## config.mk

```make
export PLATFORM = sky130hd
export DESIGN_NAME = irq_ack_arbiter
export DESIGN_NICKNAME = d
export VERILOG_FILES = /design/src/rtl/irq_arb_pkg.sv /design/src/rtl/irq_arb_match.sv /design/src/rtl/irq_arb_select.sv /design/src/rtl/irq_ack_arbiter.sv
export SDC_FILE = /design/constraint.sdc
export NUM_CORES = 1
export LEC_CHECK = 0
export ABC_AREA = 1
export BUFFER_PORTS_ARGS = -buffer_cell sky130_fd_sc_hd__buf_2
export CAP_MARGIN = 5
export CORE_UTILIZATION = 62
export DETAILED_ROUTE_END_ITERATION = 6
export PLACE_DENSITY = 0.89
export SLEW_MARGIN = 20
export SYNTH_ARGS = -nofsm -noshare
export SYNTH_HDL_FRONTEND = slang
export SYNTH_SLANG_ARGS = --single-unit
```

## constraint.sdc

```tcl
create_clock -name clk -period 41.2 [get_ports clk]
set_input_delay 4.12 -clock clk [delete_from_list [all_inputs] [get_ports clk]]
set_output_delay 4.12 -clock clk [all_outputs]
set_load 0.02 [all_outputs]
```

## src/rtl/irq_arb_pkg.sv

```systemverilog
package irq_arb_pkg;
    localparam int LVL_W = 3;
    localparam int ARB_W = 4;
    localparam logic [ARB_W-1:0] SYS_ARB_RST = 4'hF;

    typedef logic [LVL_W-1:0] lvl_t;
    typedef logic [ARB_W-1:0] arb_t;
endpackage

```

## src/rtl/irq_arb_match.sv

```systemverilog
module irq_arb_match
    import irq_arb_pkg::*;
#(
    parameter int N = 8
) (
    input  logic [N*LVL_W-1:0] req_lvl,
    input  logic [N*ARB_W-1:0] arb_all,
    input  lvl_t               ext_lvl,
    input  lvl_t               ack_lvl,
    output logic [N-1:0]       elig
);
    for (genvar g = 0; g < N; g++) begin : g_slot
        lvl_t lvl_g;
        arb_t arb_g;
        logic hit_g;
        assign lvl_g = req_lvl[g*LVL_W +: LVL_W];
        assign arb_g = arb_all[g*ARB_W +: ARB_W];
        if (g == 0) begin : g_sys
            assign hit_g = ((lvl_g != '0) && (lvl_g == ack_lvl)) ||
                           ((ext_lvl != '0) && (ext_lvl == ack_lvl));
        end else begin : g_mod
            assign hit_g = (lvl_g != '0) && (lvl_g == ack_lvl);
        end
        assign elig[g] = hit_g && (arb_g != '0);
    end
endmodule

```

## src/rtl/irq_arb_select.sv

```systemverilog
module irq_arb_select
    import irq_arb_pkg::*;
#(
    parameter int N = 8,
    localparam int IDX_W = $clog2(N),
    localparam int CNT_W = $clog2(N + 1)
) (
    input  logic [N-1:0]       elig,
    input  logic [N*ARB_W-1:0] arb_all,
    output logic               any,
    output logic               multi,
    output logic [IDX_W-1:0]   idx
);
    arb_t             best;
    logic [CNT_W-1:0] cnt;

    always_comb begin
        best = '0;
        idx  = '0;
        for (int i = 0; i < N; i++) begin
            if (elig[i] && (arb_all[i*ARB_W +: ARB_W] > best)) begin
                best = arb_all[i*ARB_W +: ARB_W];
                idx  = IDX_W'(i);
            end
        end
        cnt = '0;
        for (int i = 0; i < N; i++) begin
            if (elig[i] && (arb_all[i*ARB_W +: ARB_W] == best)) begin
                cnt = cnt + CNT_W'(1);
            end
        end
        any   = (best != '0);
        multi = any && (cnt > CNT_W'(1));
    end
endmodule

```

## src/rtl/irq_ack_arbiter.sv

```systemverilog
module irq_ack_arbiter
    import irq_arb_pkg::*;
#(
    parameter int N = 8,
    localparam int IDX_W = $clog2(N)
) (
    input  logic                   clk,
    input  logic                   rst_n,
    input  logic                   ack_stb,
    input  logic [LVL_W-1:0]       ack_lvl,
    input  logic [N*LVL_W-1:0]     req_lvl,
    input  logic [(N-1)*ARB_W-1:0] arb_num,
    input  logic [LVL_W-1:0]       ext_lvl,
    input  logic                   sys_arb_we,
    input  logic [ARB_W-1:0]       sys_arb_wdata,
    output logic [IDX_W-1:0]       win_idx,
    output logic                   win_vld,
    output logic                   spurious,
    output logic                   conflict
);
    typedef struct packed {
        logic             busy;
        logic             vld;
        logic             spur;
        logic             conf;
        logic [IDX_W-1:0] idx;
        arb_t             sys_arb;
    } state_t;

    state_t st_d, st_q;

    logic [N*ARB_W-1:0] arb_all;
    logic [N-1:0]       elig;
    logic               sel_any, sel_multi;
    logic [IDX_W-1:0]   sel_idx;

    assign arb_all = {arb_num, st_q.sys_arb};

    irq_arb_match #(.N(N)) u_match (
        .req_lvl (req_lvl),
        .arb_all (arb_all),
        .ext_lvl (ext_lvl),
        .ack_lvl (ack_lvl),
        .elig    (elig)
    );

    irq_arb_select #(.N(N)) u_select (
        .elig    (elig),
        .arb_all (arb_all),
        .any     (sel_any),
        .multi   (sel_multi),
        .idx     (sel_idx)
    );

    always_comb begin
        st_d = st_q;
        if (sys_arb_we) begin
            st_d.sys_arb = sys_arb_wdata;
        end
        if (!ack_stb) begin
            st_d.busy = 1'b0;
            st_d.vld  = 1'b0;
            st_d.spur = 1'b0;
            st_d.conf = 1'b0;
            st_d.idx  = '0;
        end else if (!st_q.busy) begin
            st_d.busy = 1'b1;
            st_d.vld  = sel_any && !sel_multi;
            st_d.spur = !sel_any || sel_multi;
            st_d.conf = sel_multi;
            st_d.idx  = (sel_any && !sel_multi) ? sel_idx : '0;
        end
    end

    always_ff @(posedge clk) begin
        if (!rst_n) begin
            st_q         <= '0;
            st_q.sys_arb <= SYS_ARB_RST;
        end else begin
            st_q <= st_d;
        end
    end

    assign win_idx  = st_q.idx;
    assign win_vld  = st_q.vld;
    assign spurious = st_q.spur;
    assign conflict = st_q.conf;

    assert_latch_R8: assert property (@(posedge clk) disable iff (!rst_n)
        (ack_stb && !st_q.busy) |=> (win_vld || spurious));

    assert_hold_R8: assert property (@(posedge clk) disable iff (!rst_n)
        (ack_stb && st_q.busy) |=>
            ($stable(win_idx) && $stable(win_vld) && $stable(spurious) && $stable(conflict)));

    assert_clear_R9: assert property (@(posedge clk) disable iff (!rst_n)
        !ack_stb |=> !(win_vld || spurious || conflict) && (win_idx == '0));

    assert_outcome_R5: assert property (@(posedge clk) disable iff (!rst_n)
        $onehot0({win_vld, spurious}) && (!conflict || spurious));

    assert_no_responder_R4: assert property (@(posedge clk) disable iff (!rst_n)
        (ack_stb && !st_q.busy && !sel_any) |=> (spurious && !conflict && !win_vld));
endmodule

```

Word-level counts from Yosys, hierarchy flattened
Cells that the tools add are included.
{"block": "op_classes", "n_addsub": 7, "multipliers": 0, "n_div": 0, "magnitude_cmp": 9, "eq_ne": 17, "n_shift": 0, "mux": 24, "bitwise": 0, "n_reduce_logical": 58}
{"cell": "2-to-1 mux 4 bit", "count": 15}
{"cell": "nonzero test 4 bit", "count": 9}
{"cell": "logical AND 1 bit", "count": 35}
{"cell": "== test 4 bit", "count": 8}
{"cell": "greater-than comparator 4 bit", "count": 7}
{"cell": "== test 3 bit", "count": 9}
{"cell": "nonzero test 3 bit", "count": 9}
{"cell": "adder 4 x 1 -> 4 bit (second input constant)", "count": 6}
{"cell": "2-to-1 mux 3 bit", "count": 5}
{"cell": "greater-than comparator 4 x 1 -> 1 bit (second input constant)", "count": 2}
{"cell": "2-to-1 mux 2 bit", "count": 2}
{"cell": "adder 1 x 1 -> 2 bit (second input constant)", "count": 1}
{"cell": "logical NOT 1 bit", "count": 2}
{"cell": "logical OR 1 bit", "count": 2}
{"cell": "2-to-1 mux 1 bit", "count": 2}
{"cell": "AND reduction 2 bit", "count": 1}
{"block": "word_totals", "reg_bits": 11, "latch_bits": 0, "ramBits": 0, "mem_bits_ro": 0, "elab_cells": 121, "n_memories": 0}

Depth between registers and ports, before layout
{"block": "logic_depth", "ltp_word": 49, "mapped_depth": 103, "depth_no_buf": 102}

Modules after synthesis
Synthesis repeated with hierarchy kept, for this count alone.
{"block": "hier_totals", "hier_cells": 625, "hier_area_um2": 3895.0}
{"mod": "irq_arb_select", "instances": 1, "cells_per_inst": 465, "area_each_um2": 2931.6, "seq_area_each_um2": 0.0}
{"mod": "irq_arb_match", "instances": 1, "cells_per_inst": 113, "area_each_um2": 568.0, "seq_area_each_um2": 0.0}
{"mod": "irq_ack_arbiter", "instances": 1, "cells_per_inst": 47, "area_each_um2": 395.4, "seq_area_each_um2": 220.2}

Worst setup path before layout
Ideal clock, no wire load.
{"block": "synth_timing", "path_kind": "input port to flip-flop", "start": "input port ack_lvl[1]", "end": "register st_q, in the netlist spurious", "setup_ns": 0.124, "arrival_time_ns": 15.727, "required_time_ns": 41.076, "setup_slack_ns": 25.348, "path_stages": 99, "path_buffers": 1, "cell_sequence": "buf_6 inv_2 nand2_1 nand2_1 nor2_1 nand2_1 a21boi_0 nand2_1 ha_1 nand2_1 inv_1 nand2_1 a21oi_1 nand2_2 nand2_1 o21ai_0 ha_1 inv_1 [... 63 more ...] ha_1 or2_1 nand2_1 o21ai_0 o21ai_0 ha_1 or2_1 nand2_1 inv_1 ha_1 nand2_1 nand2_1 a21oi_1 nand2_1 nor2_2 nand2_1 nand2_1 a21oi_1"}
{"block": "synth_between", "elab_chain_cells": 47, "word_cells_on_any_way": 86, "cone_classes": "add/sub: 7; order compare: 8; eq/ne: 17; mux: 16; reduce/logical: 38"}
{"item": "start: declaration", "line": "irq_ack_arbiter.sv:10", "source": "input logic [LVL_W-1:0] ack_lvl,"}
{"item": "== test 3 bit, on equally long branches", "line": "irq_arb_match.sv:19, irq_arb_match.sv:20"}
{"item": "logical AND 1 bit, on equally long branches", "line": "irq_arb_match.sv:19, irq_arb_match.sv:20"}
{"item": "logical OR 1 bit", "line": "irq_arb_match.sv:19", "source": "assign hit_g = ((lvl_g != '0) && (lvl_g == ack_lvl)) ||"}
{"item": "logical AND 1 bit", "line": "irq_arb_match.sv:24", "source": "assign elig[g] = hit_g && (arb_g != '0);"}
{"item": "logical AND 1 bit", "line": "irq_arb_select.sv:21", "source": "if (elig[i] && (arb_all[i*ARB_W +: ARB_W] > best)) begin"}
{"item": "2-to-1 mux 4 bit", "line": "irq_arb_select.sv:21"}
{"item": "greater-than comparator 4 bit", "line": "irq_arb_select.sv:21"}
{"item": "logical AND 1 bit", "line": "irq_arb_select.sv:21"}
{"item": "[... 31 more ...]"}
{"item": "2-to-1 mux 4 bit", "line": "irq_arb_select.sv:28", "source": "if (elig[i] && (arb_all[i*ARB_W +: ARB_W] == best)) begin"}
{"item": "adder 4 x 1 -> 4 bit", "line": "irq_arb_select.sv:29", "source": "cnt = cnt + CNT_W'(1);"}
{"item": "2-to-1 mux 4 bit", "line": "irq_arb_select.sv:28"}
{"item": "adder 4 x 1 -> 4 bit", "line": "irq_arb_select.sv:29"}
{"item": "2-to-1 mux 4 bit", "line": "irq_arb_select.sv:28"}
{"item": "greater-than comparator 4 x 1 -> 1 bit", "line": "irq_arb_select.sv:33", "source": "multi = any && (cnt > CNT_W'(1));"}
{"item": "logical AND 1 bit", "line": "irq_arb_select.sv:33"}
{"item": "logical OR 1 bit (*)", "line": "irq_ack_arbiter.sv:69", "source": "st_d.spur = !sel_any || sel_multi;"}
{"item": "end signal: assignment", "line": "irq_ack_arbiter.sv:80", "source": "st_q <= st_d;"}
{"item": "end: declaration", "line": "irq_ack_arbiter.sv:30", "source": "state_t st_d, st_q;"}
Mark *: on every way between the ends. The rest lies on a longest branch, timed or not.
A chain may end at the register's enable or synchronous reset.

Final worst setup path
Same ends and word-level chain as after synthesis.

==> impl_metrics.env <==
export IMPL_yosysUniqueCellTypes=46
export IMPL_pwr_share_clk_pct=10.7
export IMPL_pwr_share_seq_pct=12.3
export IMPL_die_area_um2=6050
export IMPL_p_switching_w=0.0000536
export IMPL_critPathMaxStageDelay_ps=380
export IMPL_drc_errors=0
export IMPL_grt_usage_pct=32.5
export IMPL_synth_top_family_by_area="simple AND/OR/NAND/NOR gates"
export IMPL_p_int_w=0.0000430
export IMPL_syn_area_um2=3560
export IMPL_hpwl_um=8040
export IMPL_avgSynthCellArea_um2=5.81
export IMPL_power_density_nw_per_um2=24.2
export IMPL_critPathMaxFanout=10
export IMPL_num_fill_cells=494
export IMPL_gp_congestion=0.951
export IMPL_p_total_w=0.0000966
export IMPL_synthXorXnorAreaFrac_pct=4.43
export IMPL_nets=780
export IMPL_ctsHoldBuffers=0
export IMPL_critPathRequiredTime_ps=41310
export IMPL_vias=4213
export IMPL_grt_max_degree=19
export IMPL_grt_pass1_wl_um=16300
export IMPL_synthToLayoutAreaGrowth_pct=12.0
export IMPL_placed_cell_area_um2=3940
export IMPL_finalCritPeriodShare_pct=42.6
export IMPL_fin_skew_ps=1.68
export IMPL_drv_cap=0
export IMPL_fin_tns_setup_ps=0
export IMPL_wirelength_um=9360
export IMPL_portBuffers=71
export IMPL_worstMarginPinSlew_ps=1190
export IMPL_p_leak_nw=2.31
export IMPL_numCtsBuffers=3
export IMPL_multi_input_area_um2=2920
export IMPL_synth_compound_area_share_pct=14.3
export IMPL_crit_arrival_ps=17640
export IMPL_synth_top_area_share_pct=19.2
export IMPL_hold_path_class="reg -> reg"
export IMPL_period_minus_slack_ps=17530
export IMPL_holdWs_ps=444
export IMPL_yosys_most_used_dff="dfxtp_1"
export IMPL_pwr_share_comb_pct=77.0
export IMPL_path_clk_slew_ps=50
export IMPL_die_h_um=77.8
export IMPL_drtIter0Drc=292
export IMPL_placementRows=27
export IMPL_synth_fa_ha_area_share_pct=11.6
export IMPL_synth_edf_count=0
export IMPL_ys_ff_latch=11
export IMPL_setup_viol=0
export IMPL_yosysMostFrequentCell="nand2_1"
export IMPL_cpMaxStageDelayCell="a21boi_0"
export IMPL_yosysWarnings=0
export IMPL_clkLatencyLatePin_ps=230
export IMPL_synth_simple_area_share_pct=51.7
export IMPL_rsz0062_at_grt="no"
export IMPL_io_pin_count=72
export IMPL_relSlewSlack_pct=18.8
export IMPL_seq_area_um2=220
export IMPL_hp_start="spurious$_SDFFE_PN0N_"
export IMPL_cts_tree="done"
export IMPL_ys_top_cells_by_count="nand2_1 (182), inv_1 (82), nand3_1 (55)"
export IMPL_grt_pass1_vias=3890
export IMPL_worst_setup_path_type="in -> reg"
export IMPL_outcome="completed"
export IMPL_initial_utilization_pct=64.6
export IMPL_crit_path_end_kind="flop"
export IMPL_crit_buf_inv=12
export IMPL_fp_coreArea_um2=5510
export IMPL_wl_per_cell_um=12.4
export IMPL_r2r_start="arb_all[0]$_SDFFE_PN1P_"
export IMPL_crit_top_cell="nand2_1"
export IMPL_fmax_mhz=57.0
export IMPL_max_vdd_ir_drop_uv=27.0
export IMPL_sw_frac_of_total_pct=55.5
export IMPL_postRouteAntennaNets=0
export IMPL_drive_above_1_share_pct=22.6
export IMPL_start_kind="primary input"
export IMPL_cts_sinks=11
export IMPL_final_cell_area_um2=3990
export IMPL_synthCells=613
export IMPL_drv_slew=0
export IMPL_seq_area_frac_synth_pct=6.19
export IMPL_first_pass_iters=5
export IMPL_async_reset_ff_share_pct=0
export IMPL_die_w_um=77.8
export IMPL_htree_levels=1
export IMPL_crit_family="simple AND/OR/NAND/NOR gates"
export IMPL_hold_violations=0
export IMPL_avgViaCountPerCell=5.60
export IMPL_antenna_found_initial=0
export IMPL_cts_resized=0
export IMPL_ys_top_cells_by_area="nand2_1 (19%), ha_1 (12%), inv_1 (8.6%), nand3_1 (7.7%), dfxtp_1 (6.2%)"
export IMPL_num_antenna_cells=0
export IMPL_postCtsSetupRepairBufs=0
export IMPL_grt_overflow=0
export IMPL_synth_top_cell_by_area="nand2_1"
export IMPL_clockBufferDepth=2
export IMPL_syn_num_nets=712
export IMPL_muxShareOfSynthArea_pct=0
export IMPL_critPathLaunch="ack_lvl[1]"
export IMPL_root_buffer="clkbuf_8"
[power by group through the flow]
stage                     logic (W)  registers, W  clock network, W
after floorplan           0.0000556     0.0000123                 0
after global placement    0.0000703     0.0000121                 0
after detailed placement  0.0000731     0.0000121                 0
after CTS                 0.0000734     0.0000119         0.0000106
after global routing      0.0000835     0.0000120         0.0000113
final                     0.0000744     0.0000119         0.0000103
[metrics by stage]
step,utilization (%),instances,worst slack [ps]
final,72.4,752,23670
after global routing,72.4,752,22180
after CTS,72.4,752,23780
after detailed placement,71.6,748,23580
after global placement,71.6,748,23980
after floorplan,-,613,25350
[final cells by class]
cell class	instances	area share, %
tap	72	2.26
inverter	94	8.88
clock inverter	1	0.126
sequential	11	5.52
multi-input combinational	500	73.3
clock buffer	3	1.04
timing repair buffer	71	8.91
[registers in the layout, indices dropped and copies added (netlist names)]
name and count:
spurious 1, conflict 1, win_idx 3, arb_all 4
st_q 1, win_vld 1
[metal layers]
metal	vias to the layer above	part of all wire [%]	global-route usage (%)	wire [µm]
met2	182	49	59.6	4580
met5	-	0	0	0
met1	1857	42	38.9	3930
met4	0	2.3	10.8	219
li1	2147	-	-	-
met3	27	6.6	3.53	622
[cells by family (layout without fill, tap and decap cells)]
group,after synthesis,after routing
DFF,11,11
xor gates and xnor gates,18,18
buffers and inverters,102,169
and+or+nand+nor,366,366
AOI/OAI and AO/OA,83,83
adders and majority gates,33,33
[tightest hold or removal path, stage by stage, from the launching register on]
cell     delay, ps
dfxtp_1        300
inv_1           40
a21oi_1         50
[placed cells by master (no fill, tap or decap), types with 2 or more instances in the layout]
master / netlist / final
nand2_1: 182 / 182
inv_1: 82 / 82
buf_2: 1 / 71
nand3_1: 55 / 55
nor2_1: 42 / 42
ha_1: 33 / 33
o21ai_0: 26 / 26
nand2_2: 24 / 24
a21oi_1: 21 / 21
xor2_1: 14 / 14
nand3_2: 13 / 13
nand4_1: 13 / 13
dfxtp_1: 11 / 11
inv_2: 10 / 10
nand2_4: 9 / 9
o21bai_1: 8 / 8
nor2_4: 7 / 7
nor4_1: 5 / 5
nor2_2: 5 / 5
xnor2_1: 4 / 4
o21ai_1: 4 / 4
o211ai_1: 4 / 4
a2111oi_0: 3 / 3
nand3_4: 3 / 3
or2_2: 3 / 3
o22ai_1: 3 / 3
clkbuf_8: 0 / 3
a21boi_0: 2 / 2
clkinv_2: 1 / 2
a211oi_1: 2 / 2
or2_1: 2 / 2
o2111ai_1: 2 / 2
[worst paths after layout]
path                                              end  cells after the start  slack, ps
worst max-delay path            spurious$_SDFFE_PN0N_                     94      23670
worst min-delay path            spurious$_SDFFE_PN0N_                      2        440
worst max register to register  spurious$_SDFFE_PN0N_                     90      27700
worst min register to register  spurious$_SDFFE_PN0N_                      2        440
Note: power is estimated with default switching activity, not from simulation.
